**src/rtl/psc_pkg.sv**
```systemverilog
`timescale 1ns/1ps
package psc_pkg;
  // Default program applied at reset
  localparam int unsigned DEF_A_VAL = 3;
  localparam int unsigned DEF_M_VAL = 16;
  // Smallest main count the counter supports
  localparam int unsigned M_FLOOR   = 8;

  // A loaded pair is unusable when M is too small or does not exceed A
  function automatic logic pair_bad(input int unsigned m, input int unsigned a,
                                    input int unsigned floor_m);
    return (m < floor_m) || (m <= a);
  endfunction
endpackage

```
**src/rtl/psc_rst_sync.sv**
```systemverilog
`timescale 1ns/1ps
module psc_rst_sync #(
  parameter int STAGES = 2
) (
  input  logic clk,
  input  logic rst_n,
  output logic rst_sync_n
);
  logic [STAGES-1:0] chain_q;

  always_ff @(posedge clk or negedge rst_n) begin
    if (!rst_n) chain_q <= '0;
    else        chain_q <= {chain_q[STAGES-2:0], 1'b1};
  end

  assign rst_sync_n = chain_q[STAGES-1];
endmodule

```
**src/rtl/psc_shadow.sv**
```systemverilog
`timescale 1ns/1ps
module psc_shadow
  import psc_pkg::*;
#(
  parameter int A_W   = 7,
  parameter int M_W   = 10,
  parameter int M_MIN = M_FLOOR,
  parameter int DEF_A = DEF_A_VAL,
  parameter int DEF_M = DEF_M_VAL
) (
  input  logic           clk,
  input  logic           rst_n,
  input  logic           load,
  input  logic [A_W-1:0] a_in,
  input  logic [M_W-1:0] m_in,
  output logic [A_W-1:0] a_q,
  output logic [M_W-1:0] m_q,
  output logic           err_q
);
  localparam logic [A_W-1:0] A_RST = A_W'(DEF_A);
  localparam logic [M_W-1:0] M_RST = M_W'(DEF_M);

  logic [A_W-1:0] a_d;
  logic [M_W-1:0] m_d;
  logic           err_d;

  always_comb begin
    a_d   = a_q;
    m_d   = m_q;
    err_d = err_q;
    if (load) begin
      a_d   = a_in;
      m_d   = m_in;
      err_d = pair_bad(int'(m_in), int'(a_in), M_MIN);
    end
  end

  always_ff @(posedge clk or negedge rst_n) begin
    if (!rst_n) begin
      a_q   <= A_RST;
      m_q   <= M_RST;
      err_q <= 1'b0;
    end else begin
      a_q   <= a_d;
      m_q   <= m_d;
      err_q <= err_d;
    end
  end

  // programmed values move only on a load

  property hold_without_load_p;
    @(posedge clk) disable iff (!rst_n)
      !load |=> ($stable(a_q) && $stable(m_q) && $stable(err_q));
  endproperty
  shadow_hold_chk: assert property (hold_without_load_p);
endmodule

```
**src/rtl/psc_a_stage.sv**
```systemverilog
`timescale 1ns/1ps
module psc_a_stage #(
  parameter int   A_W    = 7,
  parameter logic MC_RST = 1'b0
) (
  input  logic           clk,
  input  logic           rst_n,
  input  logic           restart,
  input  logic [A_W-1:0] a_eff,
  input  logic [A_W-1:0] a_q,
  output logic           mc
);
  logic [A_W-1:0] cnt_q, cnt_d;
  logic           mc_q, mc_d;
  logic           cnt_en;
  logic [A_W:0]   cnt_inc;

  assign cnt_en  = restart || !mc_q;
  assign cnt_inc = {1'b0, cnt_q} + 1'b1;

  always_comb begin
    cnt_d = cnt_q;
    mc_d  = mc_q;
    if (restart) begin
      cnt_d = '0;
      mc_d  = (a_eff == '0);
    end else if (!mc_q) begin
      cnt_d = cnt_inc[A_W-1:0];
      mc_d  = (cnt_inc == {1'b0, a_q});
    end
  end

  always_ff @(posedge clk or negedge rst_n) begin
    if (!rst_n) begin
      cnt_q <= '0;
      mc_q  <= MC_RST;
    end else if (cnt_en) begin
      cnt_q <= cnt_d;
      mc_q  <= mc_d;
    end
  end

  assign mc = mc_q;

  // while mc is low the swallow count has not reached A

  swallow_bound_chk: assert property (@(posedge clk) disable iff (!rst_n)
    !mc_q |-> (cnt_q < a_q));

  // mc only returns low at the start of a new cycle

  mc_fall_chk: assert property (@(posedge clk) disable iff (!rst_n)
    $fell(mc_q) |-> $past(restart));
endmodule

```
**src/rtl/psc_m_stage.sv**
```systemverilog
`timescale 1ns/1ps
module psc_m_stage #(
  parameter int   M_W    = 10,
  parameter logic FV_RST = 1'b0
) (
  input  logic           clk,
  input  logic           rst_n,
  input  logic           restart,
  input  logic           load,
  input  logic           cfg_err,
  input  logic [M_W-1:0] m_eff,
  input  logic [M_W-1:0] m_q,
  output logic           fv
);
  logic [M_W-1:0] cnt_q, cnt_d;
  logic           fv_q, fv_d;
  logic [M_W:0]   cnt_ahead;

  // terminal position is M-1; flag it one clock early from cnt+2 == M
  assign cnt_ahead = {1'b0, cnt_q} + 2'd2;

  always_comb begin
    if (restart) begin
      cnt_d = '0;
      fv_d  = (m_eff == M_W'(1));
    end else begin
      cnt_d = cnt_q + 1'b1;
      fv_d  = (cnt_ahead == {1'b0, m_q});
    end
  end

  always_ff @(posedge clk or negedge rst_n) begin
    if (!rst_n) begin
      cnt_q <= '0;
      fv_q  <= FV_RST;
    end else begin
      cnt_q <= cnt_d;
      fv_q  <= fv_d;
    end
  end

  assign fv = fv_q;

  // main count stays inside the cycle for a valid program

  main_bound_chk: assert property (@(posedge clk) disable iff (!rst_n || cfg_err)
    cnt_q < m_q);

  // the cycle pulse lasts a single clock

  fv_single_chk: assert property (@(posedge clk) disable iff (!rst_n || cfg_err)
    (fv_q && !load) |=> !fv_q);
endmodule

```
**src/rtl/pulse_swallow_ctrl.sv**
```systemverilog
`timescale 1ns/1ps
module pulse_swallow_ctrl
  import psc_pkg::*;
#(
  parameter int A_W       = 7,
  parameter int M_W       = 10,
  parameter int M_MIN     = M_FLOOR,
  parameter int DEF_A     = DEF_A_VAL,
  parameter int DEF_M     = DEF_M_VAL,
  parameter int SYNC_DEPTH = 2
) (
  input  logic           clk_fin,
  input  logic           rst_n,
  input  logic           load,
  input  logic [A_W-1:0] a_in,
  input  logic [M_W-1:0] m_in,
  output logic           mc,
  output logic           fv,
  output logic           cfg_err
);
  localparam logic MC_AT_RST = (DEF_A == 0);
  localparam logic FV_AT_RST = (DEF_M == 1);

  logic           rst_i_n;
  logic [A_W-1:0] a_q, a_eff;
  logic [M_W-1:0] m_q, m_eff;
  logic           restart;

  psc_rst_sync #(.STAGES(SYNC_DEPTH)) u_rst (
    .clk(clk_fin), .rst_n(rst_n), .rst_sync_n(rst_i_n)
  );

  psc_shadow #(
    .A_W(A_W), .M_W(M_W), .M_MIN(M_MIN), .DEF_A(DEF_A), .DEF_M(DEF_M)
  ) u_shadow (
    .clk(clk_fin), .rst_n(rst_i_n), .load(load), .a_in(a_in), .m_in(m_in),
    .a_q(a_q), .m_q(m_q), .err_q(cfg_err)
  );

  // the loading edge already counts with the new values
  assign a_eff   = load ? a_in : a_q;
  assign m_eff   = load ? m_in : m_q;
  assign restart = load || fv;

  psc_a_stage #(.A_W(A_W), .MC_RST(MC_AT_RST)) u_a (
    .clk(clk_fin), .rst_n(rst_i_n), .restart(restart),
    .a_eff(a_eff), .a_q(a_q), .mc(mc)
  );

  psc_m_stage #(.M_W(M_W), .FV_RST(FV_AT_RST)) u_m (
    .clk(clk_fin), .rst_n(rst_i_n), .restart(restart), .load(load),
    .cfg_err(cfg_err), .m_eff(m_eff), .m_q(m_q), .fv(fv)
  );

  // with M > A the swallow phase always ends before the terminal position

  mc_at_term_chk: assert property (@(posedge clk_fin) disable iff (!rst_i_n || cfg_err)
    fv |-> mc);

  // a load always opens position 0 on the next clock

  load_restart_chk: assert property (@(posedge clk_fin) disable iff (!rst_i_n)
    (load && !pair_bad(int'(m_in), int'(a_in), M_MIN)) |=> (!fv && (mc == $past(a_in == '0))));
endmodule

```
**config.mk**
```make
export PLATFORM = sky130hd
export DESIGN_NAME = pulse_swallow_ctrl
export DESIGN_NICKNAME = d
export VERILOG_FILES = /design/src/rtl/psc_pkg.sv /design/src/rtl/psc_rst_sync.sv /design/src/rtl/psc_shadow.sv /design/src/rtl/psc_a_stage.sv /design/src/rtl/psc_m_stage.sv /design/src/rtl/pulse_swallow_ctrl.sv
export SDC_FILE = /design/constraint.sdc
export NUM_CORES = 1
export LEC_CHECK = 0
export BUFFER_PORTS_ARGS = -buffer_cell sky130_fd_sc_hd__buf_4
export CAP_MARGIN = 40
export CORE_ASPECT_RATIO = 1.2
export CORE_MARGIN = 3
export CORE_UTILIZATION = 30
export CTS_CLUSTER_DIAMETER = 200
export DETAILED_ROUTE_END_ITERATION = 12
export SYNTH_ARGS = -nofsm -noshare
export SYNTH_HDL_FRONTEND = slang
export SYNTH_SLANG_ARGS = --single-unit
```
**constraint.sdc**
```tcl
create_clock -name clk_fin -period 1.7 [get_ports clk_fin]
set_clock_uncertainty 0.2 [all_clocks]
set_input_delay 0.425 -clock clk_fin [delete_from_list [all_inputs] [get_ports clk_fin]]
set_output_delay 0.425 -clock clk_fin [all_outputs]
set_load 0.02 [all_outputs]
```
* Yosys cells after proc, flatten, opt, wreduce, memory -nomap -nowiden
Index checks and enable logic that the tools add are counted.
** Cells by class
- Bitwise operators :: 0
- Order comparisons :: 2
- $mul :: 0
- Mux-type cells :: 8
- Reductions and logical operators :: 6
- Shift operators :: 0
- Equality and inequality tests :: 4
- Divide/modulo/power cells :: 0
- Add/subtract/negate cells :: 3
** Operators with widths (count)
- $mux 7 :: 3
- $mux 10 :: 2
- $add 10x2->11 const B :: 1
- $eq 11x10->1 :: 1
- $add 10x1->10 const B :: 1
- $eq 10x1->1 const B :: 1
- $le 10x7->1 :: 1
- $lt 10x4->1 const B :: 1
- $add 7x1->8 const B :: 1
- $eq 8x7->1 :: 1
- $logic_not 7->1 :: 1
- $logic_or 1x1->1 :: 3
- $mux 1 :: 3
- $ne 2x1->1 const B :: 1
- $reduce_and 2->1 :: 1
- $logic_not 1->1 :: 1
** Storage, ports and cells
- Memory bits (read-only) :: 0
- Input port bits :: 20
- Memory bits (writable) :: 0
- Logic and storage cells :: 31
- Memories kept :: 0
- Register bits after elaboration :: 39
- Latch bits :: 0
- Output and inout port bits :: 3

* Longest topological paths before layout
Gate-level depths: netlist of the first run.
- Word-level depth :: 4
- Gate-level depth with buffers :: 8
- Mapped depth without buffers :: 8

* Modules after synthesis
From an unflattened synthesis of the first run, not the netlist that was laid out.
** Unflattened totals
- Cell total of the unflattened synthesis :: 236
- Area total of the unflattened synthesis :: 2498.6 µm²
** By module, submodules not included
- psc_shadow :: area each 880.8 µm², cells an instance 67, instances 1, sequential area each 454.2 µm²
- psc_m_stage :: area each 752.0 µm², cells an instance 86, instances 1, sequential area each 275.3 µm²
- psc_a_stage :: area each 549.3 µm², cells an instance 60, instances 1, sequential area each 200.2 µm²
- pulse_swallow_ctrl :: area each 262.8 µm², cells an instance 20, instances 1, sequential area each 0.0 µm²
- psc_rst_sync :: area each 53.8 µm², cells an instance 3, instances 1, sequential area each 50.0 µm²

* Worst setup path before layout of the first run
Ideal clock, no wire load.
- Kind :: reg-to-reg
- From :: register u_m.cnt_q[1]
- To :: register u_m.fv_q, in the netlist u_m.fv
- Data required time :: 1.434 ns
- Library setup time :: 0.066 ns
- Arrival time :: 1.799 ns
- Setup slack :: -0.365 ns
- Buffers on the path :: 0
- Clock period less this slack :: 2.065 ns
- Stages on the path, launching flop included :: 6
- Path through :: dfrtp_1 -> ha_1 -> xor2_1 -> or4_1 -> nor4_1 -> a41o_1
** On the way
- Longest elaborated chain between the ends :: 3
** RTL lines
- start, declared :: RTL line psc_m_stage.sv:15 : logic [M_W-1:0] cnt_q, cnt_d;
- start signal, assigned :: RTL line psc_m_stage.sv:37 : cnt_q <= cnt_d;
- $add 10x2->11 :: RTL line psc_m_stage.sv:20 : assign cnt_ahead = {1'b0, cnt_q} + 2'd2;
- $eq 11x10->1 :: RTL line psc_m_stage.sv:28 : fv_d = (cnt_ahead == {1'b0, m_q});
- $mux 1 :: RTL line psc_m_stage.sv:23 : if (restart) begin
- net u_m.fv_d :: RTL line psc_m_stage.sv:16 : logic fv_q, fv_d;
- end signal, assigned :: RTL line psc_m_stage.sv:38 : fv_q <= fv_d;
- end, declared :: RTL line psc_m_stage.sv:16
The timed path passes the listed nets, and every way through them passes these cells.
A chain may end at the register's enable or synchronous reset.

* Final worst setup path of the first run
- From :: register u_m.cnt_q[2]
- To :: register u_m.fv_q, in the netlist u_m.fv
The elaborated chain is that of the path after synthesis.

==> out/results.ini, run 1 <==
[setup_path]
r2r_end = u_m.fv
crit_required_ns = 1.73
path_max_fanout = 2
rr_startpoint = u_m.cnt_q[2]
startpoint = u_m.cnt_q[2]
crit_arrival_ns = 2.00
reg2regPathDepth = 5
crit_path_start_kind = flop
critPathKind = reg -> reg
rrSetupSlack_ns = -0.27
cp-end-kind = flop
critPathCapture = u_m.fv

[global_routing]
antenna_found_initial = 0
gr-usage-all-layers_pct = 12.6
grt_pass1_wl_um = 8790
grt_pass1_vias = 1845
grt_max_degree = 38
grt_overflow = 0

[floorplan]
die_x_um = 86.1
die_h_um = 102
dieArea_um2 = 8800
num_rows = 34
initial_core_util_pct = 31.4
core_area_um2 = 7360
io_pins = 23

[clock_network]
cts_tree = built
cts.htree.levels = 2
clock-sinks = 39
cts_made_buffers = 5
cts_root_buf = clkbuf_8
clk_pin_slew_ns = 0.08
clock_path_buffers = 2
clk_latency_ns = 0.29

[timing]
finalSetupViolations = 1
setup_ws_ns = -0.266
period_minus_slack_ns = 1.97
maxSlewViolCount = 0
hold_violations = 0
fmax_mhz = 509
fin_crit_sh_pct = 116
rsz0062_at_grt = yes

[synthesis]
ys_seq_area_share_pct = 42.4
yosys.area.top_type_share_pct = 39.0
netlist_area_um2 = 2310
yosys.area.top_type = dfrtp_1
synth.distinct_cells = 41
ys_warn_count = 0
synth_area_leaders = dfrtp_1 (39%), mux2_2 (7.3%), ha_1 (6.0%), xnor2_1 (5.3%), xor2_1 (5.3%)
ys_seq_elements = 39
synthesis.nets = 268
postSynthAreaPerCell_um2 = 9.76
synthCells = 237

[place]
place_inst = 366
dp_hpwl_um = 3840
place.gp.congestion = 0.782
post-place-ws_ns = -0.320
io_buffers = 22

[final_layout]
drive_gt1_share_pct = 31.8
antennaDiodeCount = 0
stdcell_count = 376
syn2layout_area_growth_pct = 27.2
final_net_count = 316

[pwr]
static-leakage-power_nw = 1.28
p_per_area_nw_per_um2 = 708
peakVddDrop_v = 0.000496

[detailed_routing]
ant_nets = 0
routed_via_density = 5.03
wl_met3_um = 122
wl_met1_um = 2270
top_layer_used = met4
drc = 0
num_vias = 1891
wl_um = 5130
drt-initial-drc-count = 80
dr_wl_met2_um = 2620
wire_per_inst_um = 13.6
dr.pass1.iters = 4

[hold_path]
hold_path.class = reg -> async

[status]
violations = setup timing
status = finished with violations

[run]
max_cap_violations = 0

[timing repair]
action                                  CTS  global route
hold endpoints to repair                  2             0
endpoints found under the setup margin    2             6
pin swaps                                 3             7
setup buffers                             0             1
hold buffers                              1             0
resized for setup                         3            17
[cells in the mapped netlist]
cell type / number
or3_1: 4
nor4_1: 6
mux2_2: 15
nand2b_1: 2
o22ai_1: 1
a211oi_1: 1
a311oi_1: 1
a31oi_1: 3
xor2_1: 14
dfrtp_1: 36
o21ai_0: 14
inv_1: 9
buf_6: 1
o21a_1: 3
nand3b_1: 1
nand3_1: 10
or4_1: 1
mux2i_1: 4
a21oi_1: 8
ha_1: 11
conb_1: 1
nor2b_1: 5
buf_2: 2
o31ai_1: 2
a41o_1: 1
nor3_1: 7
xnor2_1: 14
o221ai_1: 1
nand2_1: 13
or2_1: 1
clkbuf_1: 7
a22o_1: 1
nor2_1: 20
nand4_1: 6
and3_1: 2
nor4b_1: 1
or3b_2: 1
and2_1: 1
dfstp_2: 3
and4_1: 2
o41a_1: 1
[worst min-delay path by stage]
stage,cells past startpoint,to,slack [ns],start
6_report,1,u_shadow.m_q[7],0.1,u_rst.chain_q[1]
5_1_grt,1,u_shadow.m_q[7],0.16,u_rst.chain_q[1]
4_1_cts,1,u_shadow.m_q[7],0.13,u_rst.chain_q[1]
3_5_place_dp,1,u_rst.chain_q[1],0.01,rst_n
3_3_place_gp,1,u_rst.chain_q[1],0.008,rst_n
2_1_floorplan,0,u_rst.chain_q[0],-0.07,rst_n
[layout by cell type (no fill, tap or decap), types with 6 or more instances in the layout]
cell and n:
a21oi_1 6, buf_4 47, dfrtp_1 35, ha_1 10, inv_1 9, mux2_2 15
nand2_1 13, nand3_1 8, nand4_1 6, nor2_1 20, nor3_1 7, o21ai_0 11
xnor2_1 13, xor2_1 13
[registers in the layout (all words and copies together) (netlist names)]
signal	count
u_m.fv	1
u_rst.chain_q	2
u_a.mc	1
u_a.cnt_q	7
u_shadow.a_q	7
u_shadow.err_q	1
u_m.cnt_q	10
u_shadow.m_q	10
[logic make-up (layout without fill, tap and decap cells)]
kind of cell,Yosys count,after routing,share of synthesized area (%)
and+or+nand+nor,83,83,18.5
DFF,39,39,42.4
AOI/OAI and AO/OA,37,37,9.85
xor gates and xnor gates,28,28,10.6
muxes,19,19,9.04
buffers and inverters,19,68,3.52
adders and majority gates,11,11,5.95
other,1,1,0.162
[per-stage QoR]
step	total power, mW	hold WS, ns	utilization [%]	instance area, µm²	setup TNS (ns)
floorplan	1.29	-0.0706	-	2320	-0.259
global placement	1.44	0.00766	37.4	2750	-0.635
detailed placement	1.45	0.00970	37.4	2750	-0.768
CTS	2.08	0.125	38.8	2860	-0.304
global route	2.20	0.158	40.0	2940	-0.417
finish	2.08	0.0976	40.0	2940	-0.266
[power by group]
group	switching, mW	internal, mW
registers	0.0618	0.993
clock network	0.334	0.281
logic	0.193	0.220
total	0.588	1.49
[layer usage]
| layer | vias to the layer above | GRT usage [%] |
|---|---|---|
| met5 | - | 0 |
| met4 | 0 | 5.97 |
| met3 | 9 | 1.69 |
| met2 | 24 | 21.5 |
| met1 | 925 | 15.6 |
| li1 | 933 | - |
[critical path: stages, from the launching register on]
cell     delay, ns
dfrtp_1       0.38
ha_1          0.31
xor2_1        0.16
or4_4         0.52
nor4_4        0.14
a41o_1        0.18
[cell type report]
| class | instances | area [µm²] |
|---|---|---|
| fillers | 727 | 4420 |
| multi-input cells | 179 | 1330 |
| flip-flops and latches | 39 | 981 |
| repair buffers | 51 | 397 |
| well taps | 90 | 113 |
| clock buffers | 5 | 68.8 |
| inverters | 9 | 33.8 |
| clock inverters | 3 | 15.0 |
(Power assumes the default switching activity.)
==> run 2, diff against run 1 <==
Settings changed: CORE_UTILIZATION 30 to 55, PLACE_DENSITY set to 0.75.
==> out/results.ini, run 2 (synthesis results as in run 1) <==
[final_layout]
syn2layout_area_growth_pct = 27.9
final_area_um2 = 2960  ; +0.51%
fillers = 304  ; -58%
drive_gt1_share_pct = 33.0  ; +1.2 points
final_net_count = 318  ; +0.63%
antennaDiodeCount = 0  ; unchanged
final_util_pct = 73.8  ; +34 points
layout_commonest_cell = buf_4
largestRegisters = u_m.cnt_q (10), u_shadow.m_q (10)
final_cell_mix = buf_4 (50), dfrtp_1 (35), nor2_1 (20), mux2_2 (15)

[timing]
hold_violations = 0  ; unchanged
finalSetupViolations = 2  ; +1
maxSlewViolCount = 0  ; unchanged
fin_crit_sh_pct = 118  ; +2.3 points
holdWs_ns = 0.0933  ; -0.00423 ns
rsz0062_at_grt = yes
fmax_mhz = 499  ; -2.0%
period_minus_slack_ns = 2.01  ; +0.0397 ns
setup_ws_ns = -0.306  ; -0.0397 ns

[clock_network]
cts_tree = built
clk_pin_slew_ns = 0.08  ; about the same
post_cts_buffers = 0  ; unchanged
clock_path_buffers = 2  ; unchanged
cts.htree.levels = 2  ; unchanged
cts_root_buf = clkbuf_8
clk_latency_ns = 0.30  ; about the same
cts_made_buffers = 5  ; unchanged
clock-sinks = 39  ; unchanged

[global_routing]
grt_pass1_vias = 1914  ; +3.7%
grt_max_degree = 38  ; unchanged
grt_overflow = 0  ; unchanged
grt_pass1_wl_um = 8710  ; -0.86%
gr-usage-all-layers_pct = 22.2  ; +9.6 points
antenna_found_initial = 0  ; unchanged

[hold_path]
hold_path.class = reg -> async

[setup_path]
crit_required_ns = 1.73  ; about the same
critPathSlowestCell = or4_1
cp-end-kind = flop
slowest_delay_ns = 0.50  ; -0.02 ns
reg2regPathDepth = 5  ; unchanged
cp_cell_sequence = ha_2, xor2_1, or4_1, nor4_1, a41o_1
critPathKind = reg -> reg
r2r_end = u_m.fv
critPathCapture = u_m.fv
rrSetupSlack_ns = -0.31  ; -0.04 ns
rr_startpoint = u_m.cnt_q[2]
crit_arrival_ns = 2.04  ; +0.04 ns
startpoint = u_m.cnt_q[2]
path_max_fanout = 2  ; unchanged
crit_path_start_kind = flop

[pwr]
static-leakage-power_nw = 1.30  ; +1.7%
peakVddDrop_v = 0.000537  ; +8.2%
p_per_area_nw_per_um2 = 807  ; +14%

[status]
status = finished with violations
violations = setup timing

[detailed_routing]
wl_met3_um = 174  ; +43%
routed_via_density = 5.59  ; +11%
top_layer_used = met4
dr_wl_met2_um = 2630  ; +0.46%
num_vias = 1911  ; +1.1%
ant_nets = 0  ; unchanged
dr.pass1.iters = 5  ; +1
drt-initial-drc-count = 76  ; -5.0%
wl_met1_um = 2230  ; -1.9%
drc = 0  ; unchanged
wire_per_inst_um = 15.1  ; +11%
wl_um = 5170  ; +0.80%

[floorplan]
die_x_um = 65.2  ; -24%
num_rows = 25  ; -26%
die_h_um = 77.0  ; -25%
io_pins = 23  ; unchanged
dieArea_um2 = 5020  ; -43%
core_area_um2 = 4000  ; -46%
initial_core_util_pct = 57.8  ; +26 points

[place]
post-place-ws_ns = -0.293  ; +0.0276 ns
io_buffers = 22  ; unchanged
place.gp.congestion = 0.826  ; +5.7%
dp_hpwl_um = 3720  ; -3.2%
place_area_um2 = 2730  ; -0.82%

[run]
max_cap_violations = 0  ; unchanged

-- run 2: cell count changes in the layout (fill, tap and decap cells not counted), sizes merged --
cell / before / now
bufinv: 0 / 2
clkbuf: 5 / 6
buf: 50 / 52
clkinv: 3 / 0
-- run 2: worst min path at each step --
stage	start	end	slack [ns]	depth (start not counted)
after floorplan	rst_n	u_rst.chain_q[0]	-0.07	0
after global placement	rst_n	u_rst.chain_q[1]	0.007	1
after detailed placement	rst_n	u_rst.chain_q[1]	0.008	1
after CTS	u_rst.chain_q[1]	u_shadow.m_q[7]	0.12	1
after global routing	u_rst.chain_q[1]	u_shadow.m_q[7]	0.16	1
final	u_rst.chain_q[1]	u_shadow.m_q[7]	0.09	1
-- run 2: layer usage --
layer  track usage [%]  up-vias
met5                 0        -
li1                  -      935
met2              35.4       42
met1              29.7      921
met3              4.39       13
met4              8.30        0
-- run 2: report_power, final --
part	switching [mW]	internal, mW
logic	0.186	0.221
registers	0.0674	0.993
clock network	0.332	0.587
-- run 2: what timing repair did --
item                       CTS  global route
hold buffers                 1             0
gates resized for setup      3            19
pin swaps                    2             6
setup endpoints to repair    2             5
hold endpoints to repair     2             0
-- run 2: area by class of cell --
class                           instances  area, µm²  share of cell area [%]
Multi-Input combinational cell        179       1330                    45.1
Sequential cell                        39        981                    33.2
Timing Repair Buffer                   53        408                    13.8
Clock buffer                            6       72.6                    2.45
Tap cell                               54       67.6                    2.29
Clock inverter                          2       60.1                    2.03
Inverter                                9       33.8                    1.14
-- run 2: worst max-delay path: cells and delay by family (launching register included) --
kind	cells	cell delay (ns)
xor+xnor	1	0.15
flops	1	0.40
fa+ha+maj	1	0.29
compound gates	1	0.20
simple gates	2	0.69
-- run 2: through the flow --
stage	power, mW	instances	TNS [ns]
after CTS	2.37	342	-0.303
after floorplan	1.29	237	-0.259
after global placement	1.43	333	-0.547
final	2.39	342	-0.372
after global routing	2.50	342	-0.504
after detailed placement	1.45	333	-0.707
==> run 3, diff against run 2 <==
Settings changed: CORE_ASPECT_RATIO 1.2 to 1.25.
==> out/results.ini, run 3 (synthesis results as in run 1) <==
[clock_network]
cts_made_buffers = 5  ; unchanged
clock-sinks = 39  ; unchanged
cts_tree = built
cts_root_buf = clkbuf_8
clk_latency_ns = 0.29  ; about the same
clk_pin_slew_ns = 0.08  ; about the same
cts.htree.levels = 2  ; unchanged
clock_path_buffers = 2  ; unchanged

[floorplan]
die_h_um = 78.5  ; +1.9%
io_pins = 23  ; unchanged
die_x_um = 64.0  ; -1.8%
dieArea_um2 = 5020  ; about the same
num_rows = 25  ; unchanged
core_area_um2 = 3910  ; -2.3%
initial_core_util_pct = 59.1  ; +1.4 points

[place]
io_buffers = 22  ; unchanged
place.gp.congestion = 0.793  ; -4.0%
dp_hpwl_um = 3830  ; +3.1%
post-place-ws_ns = -0.259  ; +0.0335 ns

[final_layout]
final_cell_mix = buf_4 (53), dfrtp_1 (34), nor2_1 (20), mux2_2 (15)
antennaDiodeCount = 0  ; unchanged
syn2layout_area_growth_pct = 26.2
layout_commonest_cell = buf_4
fillers = 306  ; +0.66%
final_net_count = 321  ; +0.94%
drive_gt1_share_pct = 31.6  ; -1.4 points
largestRegisters = u_m.cnt_q (10), u_shadow.m_q (10)

[global_routing]
grt_pass1_wl_um = 8420  ; -3.3%
grt_max_degree = 38  ; unchanged
gr-usage-all-layers_pct = 21.5  ; -0.67 points
antenna_found_initial = 0  ; unchanged
grt_pass1_vias = 1943  ; +1.5%
grt_overflow = 0  ; unchanged

[timing]
setup_ws_ns = -0.269  ; +0.0361 ns
finalSetupViolations = 1  ; -1
rsz0062_at_grt = yes
fmax_mhz = 508  ; +1.8%
period_minus_slack_ns = 1.97  ; -0.0361 ns
hold_violations = 0  ; unchanged
holdWs_ns = 0.0868  ; -0.00657 ns
maxSlewViolCount = 0  ; unchanged
fin_crit_sh_pct = 116  ; -2.1 points

[detailed_routing]
ant_nets = 0  ; unchanged
wl_um = 5160  ; about the same
drc = 0  ; unchanged
num_vias = 1894  ; -0.89%
wire_per_inst_um = 15.0  ; -0.91%
drt-initial-drc-count = 57  ; -25%
routed_via_density = 5.49  ; -1.8%
dr.pass1.iters = 4  ; -1

[pwr]
p_per_area_nw_per_um2 = 712  ; -12%
power_frac_seq_pct = 50.8  ; +6.4 points
net-switching-power_mw = 0.572  ; -2.4%
peakVddDrop_v = 0.000607  ; +13%
power_frac_comb_pct = 19.9  ; +2.8 points
intPower_mw = 1.51  ; -16%
static-leakage-power_nw = 1.29  ; -0.75%
swShare_pct = 27.5  ; +3.0 points
pwr-share-clk_pct = 29.3  ; -9.2 points

[setup_path]
startpoint = u_m.cnt_q[2]
crit_arrival_ns = 2.00  ; -0.04 ns
crit_required_ns = 1.73  ; about the same
cp.buffers_inverters = 0  ; unchanged
path_max_fanout = 2  ; unchanged
cpLargestDelayFamily = simple AND/OR/NAND/NOR gates
slowest_delay_ns = 0.49  ; about the same
cp-end-kind = flop
crit_path_start_kind = flop
cp_cell_sequence = ha_1, xor2_1, or4_1, nor4_1, a41o_1
critPathSlowestCell = or4_1
rr_startpoint = u_m.cnt_q[2]
critPathKind = reg -> reg

[run]
max_cap_violations = 0  ; unchanged

[status]
status = finished with violations
violations = setup timing

[hold_path]
hold_path.class = reg -> async

## run 3: cell count changes in the layout (fill, tap and decap cells not counted), sizes merged
cell    delta
buf        +3
clkbuf     +1
bufinv     -2
clkinv     +1
## run 3: per-layer routing
layer	part of all wire [%]	vias up	wire length, µm	global-route usage (%)
met2	55	29	2820	38.5
met4	2.3	0	119	7.78
met1	41	911	2100	25.2
met5	0	-	0	0
met3	2.4	11	122	4.29
li1	-	943	-	-
## run 3: worst paths after layout
kind                       slack, ns  depth (start not counted)                to
max                            -0.27                          5            u_m.fv
min                             0.09                          1   u_shadow.a_q[6]
max reg2reg                    -0.27                          5            u_m.fv
min reg2reg                     0.09                          1   u_shadow.a_q[6]
max in group asynchronous       0.84                          1   u_shadow.m_q[4]
min in group clk_fin            0.17                          0  u_rst.chain_q[1]
## run 3: metrics by stage
stage               TNS [ns]  power, mW  instances  util (%)  cell area [µm²]
floorplan             -0.259       1.29        237         -             2320
global placement      -0.491       1.44        335      70.1             2740
detailed placement    -0.587       1.45        335      70.1             2740
CTS                   -0.268       2.07        344      72.4             2830
global route          -0.363       2.18        345      74.7             2920
finish                -0.269       2.08        345      74.7             2920
## run 3: worst reg2reg max path, cell delays in order, from the launching register on
cell,delay (ns)
dfrtp_1,0.38
ha_1,0.30
xor2_1,0.15
or4_1,0.50
nor4_1,0.19
a41o_1,0.19
## run 3: layout make-up
type	count	area (µm²)	share of cell area, %
repair buffers	56	434	14.9
multi-input cells	179	1320	45.2
flip-flops and latches	39	982	33.6
inverters	9	33.8	1.16
clock inverters	1	5.00	0.171
well taps	54	67.6	2.31
clock buffers	7	76.3	2.61
## run 3: timing repair
item,4_1_cts,5_1_grt
cloned,0,0
pin swaps,2,7
hold buffers,1,0
endpoints found under the hold margin,2,0
resized for setup,0,20
setup buffers,0,1
setup endpoints to repair,2,4
## run 3: power by group through the flow
stage / clock, mW / sequential, mW / combinational (mW)
5_1_grt: 0.661 / 1.06 / 0.458
3_5_place_dp: 0 / 1.07 / 0.386
2_1_floorplan: 0 / 1.07 / 0.222
6_report: 0.608 / 1.06 / 0.413
3_3_place_gp: 0 / 1.07 / 0.376
4_1_cts: 0.634 / 1.05 / 0.390
